<file path="config.mk">
export PLATFORM = sky130hd
export DESIGN_NAME = dbg_serial_port
export DESIGN_NICKNAME = d
export VERILOG_FILES = /design/src/rtl/dbgp_pkg.sv /design/src/rtl/dbgp_sync.sv /design/src/rtl/dbgp_ack.sv /design/src/rtl/dbgp_regs.sv /design/src/rtl/dbgp_ctrl.sv /design/src/rtl/dbg_serial_port.sv
export SDC_FILE = /design/constraint.sdc
export NUM_CORES = 1
export LEC_CHECK = 0
export ABC_AREA = 1
export CAP_MARGIN = 0
export CORE_MARGIN = 1
export CORE_UTILIZATION = 50
export DETAILED_ROUTE_END_ITERATION = 7
export PLACE_DENSITY = 0.67
export SYNTH_ARGS = -nofsm -noshare
export SYNTH_HDL_FRONTEND = slang
export SYNTH_SLANG_ARGS = --single-unit
</file>
<file path="constraint.sdc">
create_clock -name clk -period 2 [get_ports clk]
set_clock_uncertainty 0.15 [all_clocks]
set_input_delay 0.4 -clock clk [delete_from_list [all_inputs] [get_ports clk]]
set_output_delay 0.4 -clock clk [all_outputs]
set_load 0.02 [all_outputs]
</file>
<file path="src/rtl/dbgp_pkg.sv">
package dbgp_pkg;

  // Command byte layout: bit 7 decides direction, bit 6 asks to leave, low bits address
  localparam int CMD_W        = 8;
  localparam int CMD_RD_BIT   = 7;
  localparam int CMD_EXIT_BIT = 6;

  typedef enum logic [2:0] {
    ST_IDLE,
    ST_CMD,
    ST_WDAT,
    ST_RDAT,
    ST_SYNC
  } dbgp_state_e;

endpackage

</file>
<file path="src/rtl/dbgp_sync.sv">
module dbgp_sync #(
  parameter int STAGES = 2
) (
  input  logic clk,
  input  logic rst_n,
  input  logic dclk_i,
  input  logic din_i,
  input  logic req_i,
  output logic dclk_rise,
  output logic dclk_fall,
  output logic din_s,
  output logic req_s,
  output logic req_rise,
  output logic req_fall
);

  // STAGES synchronizing flops plus one history flop for edge detection
  logic [STAGES:0]   clk_p;
  logic [STAGES:0]   req_p;
  logic [STAGES-1:0] din_p;

  always_ff @(posedge clk or negedge rst_n) begin
    if (!rst_n) begin
      clk_p <= '0;
      req_p <= '0;
      din_p <= '0;
    end else begin
      clk_p <= {clk_p[STAGES-1:0], dclk_i};
      req_p <= {req_p[STAGES-1:0], req_i};
      din_p <= {din_p[STAGES-2:0], din_i};
    end
  end

  assign dclk_rise = clk_p[STAGES-1] & ~clk_p[STAGES];
  assign dclk_fall = ~clk_p[STAGES-1] & clk_p[STAGES];
  assign req_rise  = req_p[STAGES-1] & ~req_p[STAGES];
  assign req_fall  = ~req_p[STAGES-1] & req_p[STAGES];
  assign req_s     = req_p[STAGES-1];
  assign din_s     = din_p[STAGES-1];

endmodule

</file>
<file path="src/rtl/dbgp_ack.sv">
module dbgp_ack #(
  parameter int ACK_CYCLES = 2
) (
  input  logic clk,
  input  logic rst_n,
  input  logic start,
  output logic ack_on
);

  localparam int AW = $clog2(ACK_CYCLES + 1);

  logic [AW-1:0] cnt_q;

  always_ff @(posedge clk or negedge rst_n) begin
    if (!rst_n)            cnt_q <= '0;
    else if (start)        cnt_q <= AW'(ACK_CYCLES);
    else if (cnt_q != '0)  cnt_q <= cnt_q - AW'(1);
  end

  assign ack_on = (cnt_q != '0);

  // Pulse-length tracker used only by the checks below
  logic [AW-1:0] len_q;

  always_ff @(posedge clk or negedge rst_n) begin
    if (!rst_n)      len_q <= '0;
    else if (ack_on) len_q <= len_q + AW'(1);
    else             len_q <= '0;
  end


  ack_min_len_chk: assert property (@(posedge clk) disable iff (!rst_n)
    $rose(ack_on) |=> ack_on);


  ack_exact_len_chk: assert property (@(posedge clk) disable iff (!rst_n)
    $fell(ack_on) |-> len_q == AW'(ACK_CYCLES));

endmodule

</file>
<file path="src/rtl/dbgp_regs.sv">
module dbgp_regs #(
  parameter int DATA_W = 24,
  parameter int ADDR_W = 5
) (
  input  logic              clk,
  input  logic              rst_n,
  input  logic              wr_en,
  input  logic [ADDR_W-1:0] wr_addr,
  input  logic [DATA_W-1:0] wr_data,
  input  logic [ADDR_W-1:0] rd_addr,
  output logic [DATA_W-1:0] rd_data
);

  localparam int NREG = 1 << ADDR_W;

  logic [DATA_W-1:0] mem_q [NREG];
  logic [NREG-1:0]   wsel;

  genvar g;
  generate
    for (g = 0; g < NREG; g++) begin : g_wsel
      assign wsel[g] = wr_en && (wr_addr == ADDR_W'(g));
    end
  endgenerate

  always_ff @(posedge clk or negedge rst_n) begin
    if (!rst_n) begin
      for (int i = 0; i < NREG; i++) mem_q[i] <= '0;
    end else begin
      for (int i = 0; i < NREG; i++) begin
        if (wsel[i]) mem_q[i] <= wr_data;
      end
    end
  end

  assign rd_data = mem_q[rd_addr];


  wr_land_chk: assert property (@(posedge clk) disable iff (!rst_n)
    wr_en |=> mem_q[$past(wr_addr)] == $past(wr_data));

endmodule

</file>
<file path="src/rtl/dbgp_ctrl.sv">
module dbgp_ctrl
  import dbgp_pkg::*;
#(
  parameter int DATA_W = 24,
  parameter int ADDR_W = 5
) (
  input  logic              clk,
  input  logic              rst_n,
  input  logic              dclk_rise,
  input  logic              dclk_fall,
  input  logic              din_s,
  input  logic              req_s,
  input  logic              req_rise,
  input  logic              req_fall,
  input  logic [DATA_W-1:0] rd_data,
  output logic [ADDR_W-1:0] rd_addr,
  output logic              wr_en,
  output logic [ADDR_W-1:0] wr_addr,
  output logic [DATA_W-1:0] wr_data,
  output logic              ack_start,
  output logic              out_bit,
  output logic              in_debug
);

  localparam int CNT_W = $clog2(DATA_W);

  dbgp_state_e       state_q;
  logic [CNT_W-1:0]  cnt_q;
  logic [CMD_W-2:0]  cmd_sh;
  logic [DATA_W-1:0] dat_sh;
  logic [ADDR_W-1:0] addr_q;
  logic              exit_q;
  logic              out_q;

  logic [CMD_W-1:0]  cmd_next;
  logic [DATA_W-1:0] dat_next;
  logic              busy, abort, enter;
  logic              cmd_done, wdat_done, rdat_done;
  logic              last_cmd_bit, last_dat_bit;
  logic [CMD_EXIT_BIT-1-ADDR_W:0] unused_cmd_bits;

  assign cmd_next        = {cmd_sh, din_s};
  assign dat_next        = {dat_sh[DATA_W-2:0], din_s};
  assign unused_cmd_bits = cmd_next[CMD_EXIT_BIT-1:ADDR_W];

  assign last_cmd_bit = (cnt_q == CNT_W'(CMD_W - 1));
  assign last_dat_bit = (cnt_q == CNT_W'(DATA_W - 1));

  assign busy  = (state_q == ST_CMD) || (state_q == ST_WDAT) || (state_q == ST_RDAT);
  assign abort = busy && req_rise;
  assign enter = (state_q == ST_IDLE) && req_s;

  assign cmd_done  = (state_q == ST_CMD)  && dclk_fall && last_cmd_bit && !abort;
  assign wdat_done = (state_q == ST_WDAT) && dclk_fall && last_dat_bit && !abort;
  assign rdat_done = (state_q == ST_RDAT) && dclk_fall && last_dat_bit && !abort;

  assign rd_addr   = cmd_next[ADDR_W-1:0];
  assign wr_en     = wdat_done;
  assign wr_addr   = addr_q;
  assign wr_data   = dat_next;
  assign ack_start = enter || abort || cmd_done || wdat_done;
  assign out_bit   = out_q;
  assign in_debug  = (state_q != ST_IDLE);

  always_ff @(posedge clk or negedge rst_n) begin
    if (!rst_n) begin
      state_q <= ST_IDLE;
      cnt_q   <= '0;
      cmd_sh  <= '0;
      dat_sh  <= '0;
      addr_q  <= '0;
      exit_q  <= 1'b0;
      out_q   <= 1'b1;
    end else if (abort) begin
      state_q <= ST_SYNC;
      cnt_q   <= '0;
      out_q   <= 1'b1;
    end else begin
      unique case (state_q)
        ST_IDLE: begin
          if (req_s) begin
            state_q <= ST_CMD;
            cnt_q   <= '0;
          end
        end
        ST_SYNC: begin
          if (req_fall) begin
            state_q <= ST_CMD;
            cnt_q   <= '0;
          end
        end
        ST_CMD: begin
          if (dclk_fall) begin
            cmd_sh <= cmd_next[CMD_W-2:0];
            if (last_cmd_bit) begin
              cnt_q  <= '0;
              addr_q <= cmd_next[ADDR_W-1:0];
              exit_q <= cmd_next[CMD_EXIT_BIT];
              if (cmd_next[CMD_RD_BIT]) begin
                state_q <= ST_RDAT;
                dat_sh  <= rd_data;
              end else begin
                state_q <= ST_WDAT;
              end
            end else begin
              cnt_q <= cnt_q + CNT_W'(1);
            end
          end
        end
        ST_WDAT: begin
          if (dclk_fall) begin
            dat_sh <= dat_next;
            if (last_dat_bit) begin
              cnt_q   <= '0;
              state_q <= exit_q ? ST_IDLE : ST_CMD;
            end else begin
              cnt_q <= cnt_q + CNT_W'(1);
            end
          end
        end
        ST_RDAT: begin
          if (dclk_rise) begin
            out_q  <= dat_sh[DATA_W-1];
            dat_sh <= {dat_sh[DATA_W-2:0], 1'b0};
          end else if (dclk_fall) begin
            if (last_dat_bit) begin
              cnt_q   <= '0;
              out_q   <= 1'b1;
              state_q <= exit_q ? ST_IDLE : ST_CMD;
            end else begin
              cnt_q <= cnt_q + CNT_W'(1);
            end
          end
        end
        default: state_q <= ST_IDLE;
      endcase
    end
  end


  cmd_cnt_chk: assert property (@(posedge clk) disable iff (!rst_n)
    state_q == ST_CMD |-> cnt_q < CNT_W'(CMD_W));


  sync_quiet_chk: assert property (@(posedge clk) disable iff (!rst_n)
    state_q == ST_SYNC |-> out_q);


  rd_end_chk: assert property (@(posedge clk) disable iff (!rst_n)
    rdat_done |=> out_q && state_q != ST_RDAT);

endmodule

</file>
<file path="src/rtl/dbg_serial_port.sv">
module dbg_serial_port #(
  parameter int DATA_W      = 24,
  parameter int ADDR_W      = 5,
  parameter int ACK_CYCLES  = 2,
  parameter int SYNC_STAGES = 2
) (
  input  logic clk,
  input  logic rst_n,
  input  logic dbg_clk,
  input  logic dbg_din,
  input  logic dbg_req,
  output logic dbg_dout,
  output logic dbg_mode
);

  logic              dclk_rise, dclk_fall, din_s;
  logic              req_s, req_rise, req_fall;
  logic [ADDR_W-1:0] rd_addr, wr_addr;
  logic [DATA_W-1:0] rd_data, wr_data;
  logic              wr_en, ack_start, ack_on, out_bit, in_debug;

  dbgp_sync #(.STAGES(SYNC_STAGES)) u_sync (
    .clk       (clk),
    .rst_n     (rst_n),
    .dclk_i    (dbg_clk),
    .din_i     (dbg_din),
    .req_i     (dbg_req),
    .dclk_rise (dclk_rise),
    .dclk_fall (dclk_fall),
    .din_s     (din_s),
    .req_s     (req_s),
    .req_rise  (req_rise),
    .req_fall  (req_fall)
  );

  dbgp_ctrl #(.DATA_W(DATA_W), .ADDR_W(ADDR_W)) u_ctrl (
    .clk       (clk),
    .rst_n     (rst_n),
    .dclk_rise (dclk_rise),
    .dclk_fall (dclk_fall),
    .din_s     (din_s),
    .req_s     (req_s),
    .req_rise  (req_rise),
    .req_fall  (req_fall),
    .rd_data   (rd_data),
    .rd_addr   (rd_addr),
    .wr_en     (wr_en),
    .wr_addr   (wr_addr),
    .wr_data   (wr_data),
    .ack_start (ack_start),
    .out_bit   (out_bit),
    .in_debug  (in_debug)
  );

  dbgp_regs #(.DATA_W(DATA_W), .ADDR_W(ADDR_W)) u_regs (
    .clk     (clk),
    .rst_n   (rst_n),
    .wr_en   (wr_en),
    .wr_addr (wr_addr),
    .wr_data (wr_data),
    .rd_addr (rd_addr),
    .rd_data (rd_data)
  );

  dbgp_ack #(.ACK_CYCLES(ACK_CYCLES)) u_ack (
    .clk    (clk),
    .rst_n  (rst_n),
    .start  (ack_start),
    .ack_on (ack_on)
  );

  assign dbg_dout = out_bit & ~ack_on;
  assign dbg_mode = in_debug;


  idle_high_chk: assert property (@(posedge clk) disable iff (!rst_n)
    !in_debug && !ack_on |-> dbg_dout);

endmodule

</file>
# Word-level counts from Yosys, hierarchy flattened
# Cells that the tools add are included.
classes:
  add_sub_neg: 2
  mul: 0
  div: 0
  n_lt_le_gt_ge: 1
  eq_ne: 47
  shifts: 0
  muxes: 36
  n_bitwise: 12
  n_reduce_logical: 62
op_table:
  columns: ["op", "count"]
  rows:
  - ["24-bit two-way mux", 7]
  - ["24-bit binary-select mux with 5-bit select", 1]
  - ["5-bit == test, second input constant", 17]
  - ["24-bit case mux with 3 select lines", 1]
  - ["5-bit by 4-bit == test with 1-bit output, second input constant", 8]
  - ["1-bit logical AND", 40]
  - ["5-bit two-way mux", 8]
  - ["5-bit by 3-bit == test with 1-bit output, second input constant", 5]
  - ["5-bit case mux with 5 select lines", 1]
  - ["3-bit two-way mux", 8]
  - ["3-bit case mux with 5 select lines", 1]
  - ["3-bit nonzero test", 4]
  - ["5-bit by 2-bit == test with 1-bit output, second input constant", 2]
  - ["5-bit AND reduction", 2]
  - ["3-bit by 2-bit != test with 1-bit output, second input constant", 3]
  - ["2-bit by 1-bit != test with 1-bit output, second input constant", 4]
  - ["1-bit two-way mux", 7]
  - ["7-bit AND reduction", 1]
  - ["3-bit by 2-bit == test with 1-bit output, second input constant", 2]
  - ["6-bit >= comparator, second input constant", 1]
  - ["3-bit by 1-bit != test with 1-bit output, second input constant", 2]
  - ["1-bit NOT", 6]
  - ["5-bit NOT with 6-bit output", 1]
  - ["3-bit AND reduction", 2]
  - ["15 further kinds", 26]
totals:
  regBits: 824
  latchBits: 0
  ram_bits: 0
  mem_bits_ro: 0
  output_inout_bits: 2
  memories: 0

# Logic depth before layout (Yosys ltp)
# Gate-level depths: netlist of the first run.
logic_depth:
  word_depth: 9
  mapped_depth: 13
  mapped_depth_nobuf: 11

# Cells and area by module
# A second synthesis of the first run with hierarchy kept.
hier_totals:
  hier_cells: 4854
  hier_area_um2: 38109.0
modules_own_cells:
  columns: ["module", "instances", "cells_each", "area_each_um2"]
  rows:
  - ["dbgp_regs", 1, 4449, 34939.8]
  - ["dbgp_ctrl", 1, 373, 2806.4]
  - ["dbgp_sync", 1, 16, 230.2]
  - ["dbgp_ack", 1, 14, 122.6]
  - ["dbg_serial_port", 1, 2, 10.0]

# Least setup slack after synthesis of the first run
# No wires, ideal clock.
synth_timing:
  path_kind: "flip-flop to flip-flop"
  from: "register u_ctrl.cnt_q[0]"
  to: "register u_regs.mem_q[429] (netlist bit)"
  setup_ps: 132
  t_arrival_ps: 1912
  setup_slack_ps: -194
  stages_incl_launch_ff: 14
  path_buffers: 3
  period_less_slack_ps: 2194
  path_cell_list: "dfrtp_1 > ha_1 > nand2_1 > nor2_1 > nand2_1 > nor4_4 > nand2_4 > nor2_8 > buf_12 > nand2_2 > buf_6 > buf_6 > nand2_1 > o21ai_1"
synth_between:
  elab_chain_len: 4
synth_rtl:
  columns: ["element", "line", "text"]
  rows:
  - ["start, declared", "dbgp_ctrl.sv:28", "logic [CNT_W-1:0] cnt_q;"]
  - ["start signal, assigned", "dbgp_ctrl.sv:106", "cnt_q <= cnt_q + CNT_W'(1);"]
  - ["start signal, assigned", "dbgp_ctrl.sv:117", "cnt_q <= cnt_q + CNT_W'(1);"]
  - ["start signal, assigned", "dbgp_ctrl.sv:131", "cnt_q <= cnt_q + CNT_W'(1);"]
  - ["5-bit == test", "dbgp_ctrl.sv:47", "assign last_dat_bit = (cnt_q == CNT_W'(DATA_W - 1));"]
  - ["1-bit logical AND (2 in series)", "dbgp_ctrl.sv:54", "assign wdat_done = (state_q == ST_WDAT) && dclk_fall && last_dat_bit && !abort;"]
  - ["1-bit logical AND", "dbgp_regs.sv:22", "assign wsel[g] = wr_en && (wr_addr == ADDR_W'(g));"]
  - ["end signal, assigned by index", "dbgp_regs.sv:31", "if (wsel[i]) mem_q[i] <= wr_data;"]
  - ["end, declared", "dbgp_regs.sv:16", "logic [DATA_W-1:0] mem_q [NREG];"]
# Every way passes these cells.
# A chain may end at the register's enable or synchronous reset.

# Worst setup path in the final report of the first run
layout_timing:
  from: "register u_ctrl.cnt_q[0]"
  to: "register u_regs.mem_q[489] (netlist bit)"
# Same word-level chain as after synthesis.

==> metrics.txt, run 1 <==
initial antenna violation count 3; global-route wire length before repair about 180 mm; All-Layer GR Usage roughly 30%; Finished Cell Area ~47000 um2; Fmax 420.1 MHz; CP bufs+invs 3; Min-Delay Endpoint u_sync.clk_p[0]$_DFF_PN0_; maxcap violations 0; P&R area growth vs syn 19.52%; Die H between 200 and 300 um; Top delay family on crit path simple AND/OR/NAND/NOR gates; total grt overflow 0; Leak about 22 nW; Longest Clk Path Bufs 3; Seq pwr share ~38%; I/O pins 7; HPWL after detailed placement roughly 66 mm; CP Data Arrival Time 2.73 ns; Setup WS post-layout -0.3806 ns; Synth area leader dfrtp_1; fin crit period 2.381 ns; Power, Total roughly 46 mW; CTS tree yes; Synth async-reset ratio 100.0%; status finished with violations; post-synthesis instance area 39070 um2; via count between 30000 and 40000; met1 Use GR a little over two fifths; Int Pwr around 30 mW; Yosys cell types 31; Post-DRT Antenna Nets 0; failing checks setup timing; Rows about 100; CP max-delay cell dfrtp_1; register area share after synthesis between 50% and 60%; Critical Path Source u_ctrl.cnt_q[0]$_DFFE_PN0P_; Die Wd roughly 280 um; Die Area slightly below 80000 um2; core footprint around 77000 um2; combinational share of power between 20% and 30%; RSZ-0062 raised after global routing true; clk root buf clkbuf_16; Worst R2R Setup Slack -0.38 ns; FF-to-FF End u_regs.mem_q[489]$_DFFE_PN0P_; met2 usage between 40 and 50%; Mapped Nets about 5000; final net count just over 5000; drt pass-1 iters 6; Placed Area 41940 um2; crit path kind register to register; routed wire length ~120 mm; clock latency on the worst-skew pair 0.65 ns; initial cell density of the core 50.52%; DR iter-0 viols approximately 4100; final setup violating endpoints a little under 800; worst slew pin tran between 0.7 and 0.8 ns; share of post-route cells with drive strength above 1 between 10% and 20%; Register-to-Register Path Depth 13; min-delay src dbg_clk; H-tree depth 3; DRC 0; period utilisation layout 119.0%; Sw Share 34.15%; vias in the first global route around 32000; crit end category register; Vias/cell between 5 and 6; most common cell after layout, fill and taps aside nand2_1; Worst Hold Path Cells 1; wire length per cell a little over 20 um; Critical Path Fanout Max 8; Clock power frac around a third; Rel. slew slack 49.49%; most frequent cells in the layout 1765 x nand2_1, 818 x dfrtp_1, 468 x nand3_1, 396 x o21ai_1, 362 x o21ai_0; Switch Pwr about 16 mW; GRT met3 Usage under 10%; PortBufs 6; Synth Area per Inst ~7.8 um2; Worst Hold Class input port to register; Slew Limit Fails 0; area share of the largest cell type after synthesis roughly 53%; CP cell instances ha_4 > nand2_4 > nor2_4 > nand2_2 > nor4_4 > nand2_4 > nor2_8 > buf_6 > buf_12 > nand2_8 > buf_12 > nand2_2 > o21ai_1; Worst-path clk slew 0.06 ns; launching point of the worst reg2reg path u_ctrl.cnt_q[0]$_DFFE_PN0P_; clock sinks between 800 and 900; gr busiest metal met2; Yosys reg bits 824; number of flops mapped to enable cells by yosys 0; Max stage delay on crit path about 0.40 ns; leading post-synthesis cells by cell area dfrtp_1 53%, nand2_1 18%, nand3_1 6.1%; GPL Wtd Cong between 0.8 and 0.9; ys flop type dfrtp_1; dpl ws -0.3441 ns; Worst setup SP type register; Worst VDD drop just over 0.8 mV; TritonCTS Buffers just under 90; pwr/cell area ~980 nW/um2; Hold Slack 0.03986 ns; cell count after synthesis about 5000; Worst Path Required about 2.4 ns; Hold Vio Cnt, Final 0; YS warnings 0; largest net degree at the start of global routing 72
==> power groups by stage <==
stage | registers [mW] | logic (mW) | clock network [mW]
2_1_floorplan | 17.4 | 6.09 | 0
3_3_place_gp | 17.5 | 11.7 | 0
3_5_place_dp | 17.5 | 11.8 | 0
4_1_cts | 17.2 | 11.9 | 16.1
5_1_grt | 17.3 | 13.1 | 16.8
6_report | 17.3 | 12.4 | 16.0
==> layout make-up <==
type,count,area [um2]
multi-input cells,3383,15620
diodes,2,5.005
repair inverters,1,8.758
inverters,368,1404
clock buffers,135,2640
well taps,1040,1301
clock inverters,21,145.1
flip-flops and latches,824,20630
repair buffers,362,4942
fillers,6840,30640
==> cells by family (layout without fill, tap and decap cells) <==
group / after synthesis / after routing / synth area share [%]
muxes: 1 / 1 / 0.02562
DFF: 824 / 824 / 52.78
adders and majority gates: 2 / 2 / 0.06403
other: 0 / 2 / 0
and+or+nand+nor: 2446 / 2446 / 25.44
xor gates and xnor gates: 2 / 2 / 0.04484
AOI/OAI and AO/OA: 932 / 932 / 12.76
buffers and inverters: 777 / 887 / 8.889
==> routing by layer <==
metal  wire, um  vias to the layer above
li1           -                    16005
met1      52620                    16493
met2      55420                     1453
met3      10660                      309
met4       5738                        2
met5         13                        -
==> worst max path at each step <==
stage	endpoint	slack [ns]	depth (start not counted)
CTS	u_regs.mem_q[658]$_DFFE_PN0P_	-0.35	13
floorplan	u_regs.mem_q[429]$_DFFE_PN0P_	-0.19	13
global placement	u_regs.mem_q[555]$_DFFE_PN0P_	-0.29	12
finish	u_regs.mem_q[489]$_DFFE_PN0P_	-0.38	13
detailed placement	u_regs.mem_q[669]$_DFFE_PN0P_	-0.34	12
global route	u_regs.mem_q[446]$_DFFE_PN0P_	-0.44	12
==> metrics by stage <==
step | setup TNS (ns) | util [%] | instances
detailed placement | -212.72 | 54.23 | 5911
CTS | -192.82 | 58.64 | 6088
finish | -205.90 | 60.38 | 6136
floorplan | -93.00 | - | 4984
global placement | -165.71 | 54.23 | 5911
global route | -273.41 | 60.38 | 6136
==> cells in the mapped netlist, types with 3 or more instances <==
| library cell | count |
|---|---|
| clkbuf_1 | 233 |
| o211ai_1 | 84 |
| nand2_2 | 13 |
| inv_1 | 363 |
| nand2_4 | 9 |
| o21ai_1 | 346 |
| buf_2 | 66 |
| a21oi_1 | 29 |
| dfrtp_1 | 823 |
| nand3_1 | 474 |
| buf_1 | 48 |
| o21ai_2 | 28 |
| buf_6 | 61 |
| nor2_1 | 91 |
| nor3_1 | 3 |
| inv_2 | 4 |
| o21ai_0 | 441 |
| o22ai_1 | 3 |
| nand2_1 | 1849 |
==> what timing repair did <==
action / 4_1_cts / 5_1_grt
setup endpoints to repair: 794 / 796
hold buffers: 1 / 0
endpoints found under the hold margin: 295 / 0
buffers inserted: 7 / 9
cloned: 13 / 39
pin swaps: 3 / 2
gates resized for setup: 92 / 180
==> sequential cells by signal, summed over array words and instances (netlist names), 3 cells and up <==
name / flops
u_ctrl.cmd_sh: 7
u_ctrl.cnt_q: 5
u_ctrl.dat_sh: 24
u_ctrl.state_q: 3
u_ctrl.wr_addr: 5
u_regs.mem_q: 768
u_sync.clk_p: 3
u_sync.req_p: 3
Note: power is estimated with default switching activity, not from simulation.
==> inputs of run 2 (changes only) <==
--- a/config.mk
+++ b/config.mk
@@ -7,10 +7,12 @@
 export LEC_CHECK = 0
 export ABC_AREA = 1
 export CAP_MARGIN = 0
-export CORE_MARGIN = 1
-export CORE_UTILIZATION = 50
+export CELL_PAD_IN_SITES_DETAIL_PLACEMENT = 0
+export CELL_PAD_IN_SITES_GLOBAL_PLACEMENT = 1
+export CORE_MARGIN = 2
+export CORE_UTILIZATION = 44
 export DETAILED_ROUTE_END_ITERATION = 7
-export PLACE_DENSITY = 0.67
+export PLACE_DENSITY = 0.76
 export SYNTH_ARGS = -nofsm -noshare
 export SYNTH_HDL_FRONTEND = slang
 export SYNTH_SLANG_ARGS = --single-unit
==> metrics.txt, run 2 (synthesis results as in run 1) <==
CP Data Arrival Time 2.81 ns; GPL Wtd Cong about 0.83; CP bufs+invs 4; status finished with violations; Setup WS post-layout -0.4462 ns; met1 Use GR 39.27%; dpl ws -0.4088 ns; Critical Path Stages 14; worst slew pin tran roughly 0.94 ns; Critical Path Fanout Max 12; Hold Vio Cnt, Final 0; largest net degree at the start of global routing about 80; initial cell density of the core between 40 and 50%; crit end category register; clock latency on the worst-skew pair 0.66 ns; Max stage delay on crit path roughly 0.35 ns; Die Wd 302.0 um; total grt overflow 0; Int Pwr just over 30 mW; Largest register FFs 768; Die Area between 90000 and 100000 um2; gr busiest metal met2; met2 usage 44.45%; P&R area growth vs syn 24.22%; share of post-route cells with drive strength above 1 17.43%; DR iter-0 viols between 3000 and 4000; fin crit period approximately 2.4 ns; Vias/cell between 5 and 6; final setup violating endpoints 799; Worst VDD drop 0.6839 mV; routed wire length around 130 mm; Worst Hold Class input port to register; Rel. slew slack 36.92%; All-Layer GR Usage between 20 and 30%; Critical Path Most Common Cell buf_12; maxcap violations 0; CTS tree yes; Slew Limit Fails 0; Worst Hold Path Cells 1; vias in the first global route roughly 33000; via count 34114; wire length per cell ~21 um; GRT met3 Usage about 3.7%; CP cell instances ha_2 > nand2_2 > nor2_4 > nand2_4 > nor4_4 > nand2_4 > nor2_8 > buf_12 > buf_12 > buf_12 > nand2_8 > clkbuf_16 > nand2_1 > o21ai_0; RSZ-0062 raised after global routing true; Sw Share between 30% and 40%; Rows roughly 110; most common cell after layout, fill and taps aside nand2_1; combinational share of power 27.3%; core footprint 88240 um2; final net count approximately 5100; Leak 22.51 nW; Worst setup SP type register; Hold Slack 0.03794 ns; PortBufs 6; utilization after layout a little under three fifths; Top delay family on crit path simple AND/OR/NAND/NOR gates; HPWL after detailed placement ~74 mm; Longest Clk Path Bufs 3; Switch Pwr between 15 and 20 mW; period utilisation layout 122.3%; Die H approximately 300 um; DRC 0; H-tree depth 3; CP max-delay cell dfrtp_1; global-route wire length before repair a little under 200 mm; most frequent cells in the layout 1649 x nand2_1, 819 x dfrtp_1, 474 x nand3_1, 362 x o21ai_1, 359 x inv_1; clock sinks 824; failing checks setup timing; initial antenna violation count 2; crit path kind register to register; Worst-path clk slew ~0.060 ns; drt pass-1 iters 5; top flop regs u_regs.mem_q x768, u_ctrl.dat_sh x24, u_ctrl.cmd_sh x7; Seq pwr share 36.4%; Worst Path Required between 2 and 2.5 ns; pwr/cell area approximately 980 nW/um2; I/O pins 7; Clock power frac 36.2%; Post-DRT Antenna Nets 0; TritonCTS Buffers 92; Largest Register u_regs.mem_q; clk root buf clkbuf_16; Fmax just over 400 MHz; Register-to-Register Path Depth 14
==> run 2: cell count changes in the layout (fill, tap and decap cells not counted), moves of 9 or more <==
cell | previous run | this run
buf_4 | 190 | 202
clkbuf_16 | 118 | 109
buf_12 | 106 | 131
nand2_2 | 63 | 138
o21ai_2 | 57 | 106
buf_16 | 15 | 31
nand2_4 | 34 | 73
o21ai_0 | 362 | 346
o21ai_1 | 396 | 362
buf_6 | 13 | 22
nand2_1 | 1765 | 1649
==> run 2: per-stage QoR <==
stage               area, um2  setup TNS [ns]  instances  power (mW)
floorplan               39080          -93.00       4984       23.52
detailed placement      42450         -240.57       6064       30.11
finish                  48530         -259.88       6318       47.38
global placement        42450         -186.50       6064       30.07
global route            48530         -351.09       6317       49.28
CTS                     47300         -238.92       6289       47.38
==> run 2: cell type report <==
cell class	instances	area, um2
fillers	8118	39700
flip-flops and latches	824	20630
multi-input cells	3383	16280
repair buffers	411	5731
clock buffers	143	2798
well taps	1165	1458
inverters	368	1399
clock inverters	23	234.0
diodes	1	2.502
==> run 2: final timing paths <==
path | from | endpoint | slack (ns)
setup / recovery | u_ctrl.cnt_q[1]$_DFFE_PN0P_ | u_regs.mem_q[680]$_DFFE_PN0P_ | -0.45
setup reg to reg | u_ctrl.cnt_q[1]$_DFFE_PN0P_ | u_regs.mem_q[680]$_DFFE_PN0P_ | -0.45
hold / removal | dbg_req | u_sync.req_p[0]$_DFF_PN0_ | 0.04
min in group asynchronous | rst_n | u_regs.mem_q[559]$_DFFE_PN0P_ | 0.10
hold reg to reg | u_sync.req_p[0]$_DFF_PN0_ | u_sync.req_p[1]$_DFF_PN0_ | 0.20
max in group asynchronous | rst_n | u_ctrl.out_bit$_DFFE_PN1P_ | 0.76
==> run 2: repair_timing <==
action | 4_1_cts | 5_1_grt
pin swaps | 7 | 4
hold buffers | 1 | 0
buffers inserted | 28 | 10
endpoints found under the setup margin | 800 | 806
gates resized for setup | 270 | 255
gates cloned | 31 | 22
endpoints found under the hold margin | 359 | 0
==> run 2: power groups by stage <==
stage	sequential [mW]	clock (mW)	combinational (mW)
2_1_floorplan	17.4	0	6.09
3_3_place_gp	17.5	0	12.5
3_5_place_dp	17.5	0	12.6
4_1_cts	17.2	17.4	12.7
5_1_grt	17.3	18.1	13.9
6_report	17.3	17.2	13.0
==> run 2: metal layers <==
layer	part of all wire [%]	up-vias
met1	45	16720
met4	3.2	0
met3	5.9	231
met2	46	1002
met5	0	-
li1	-	16161
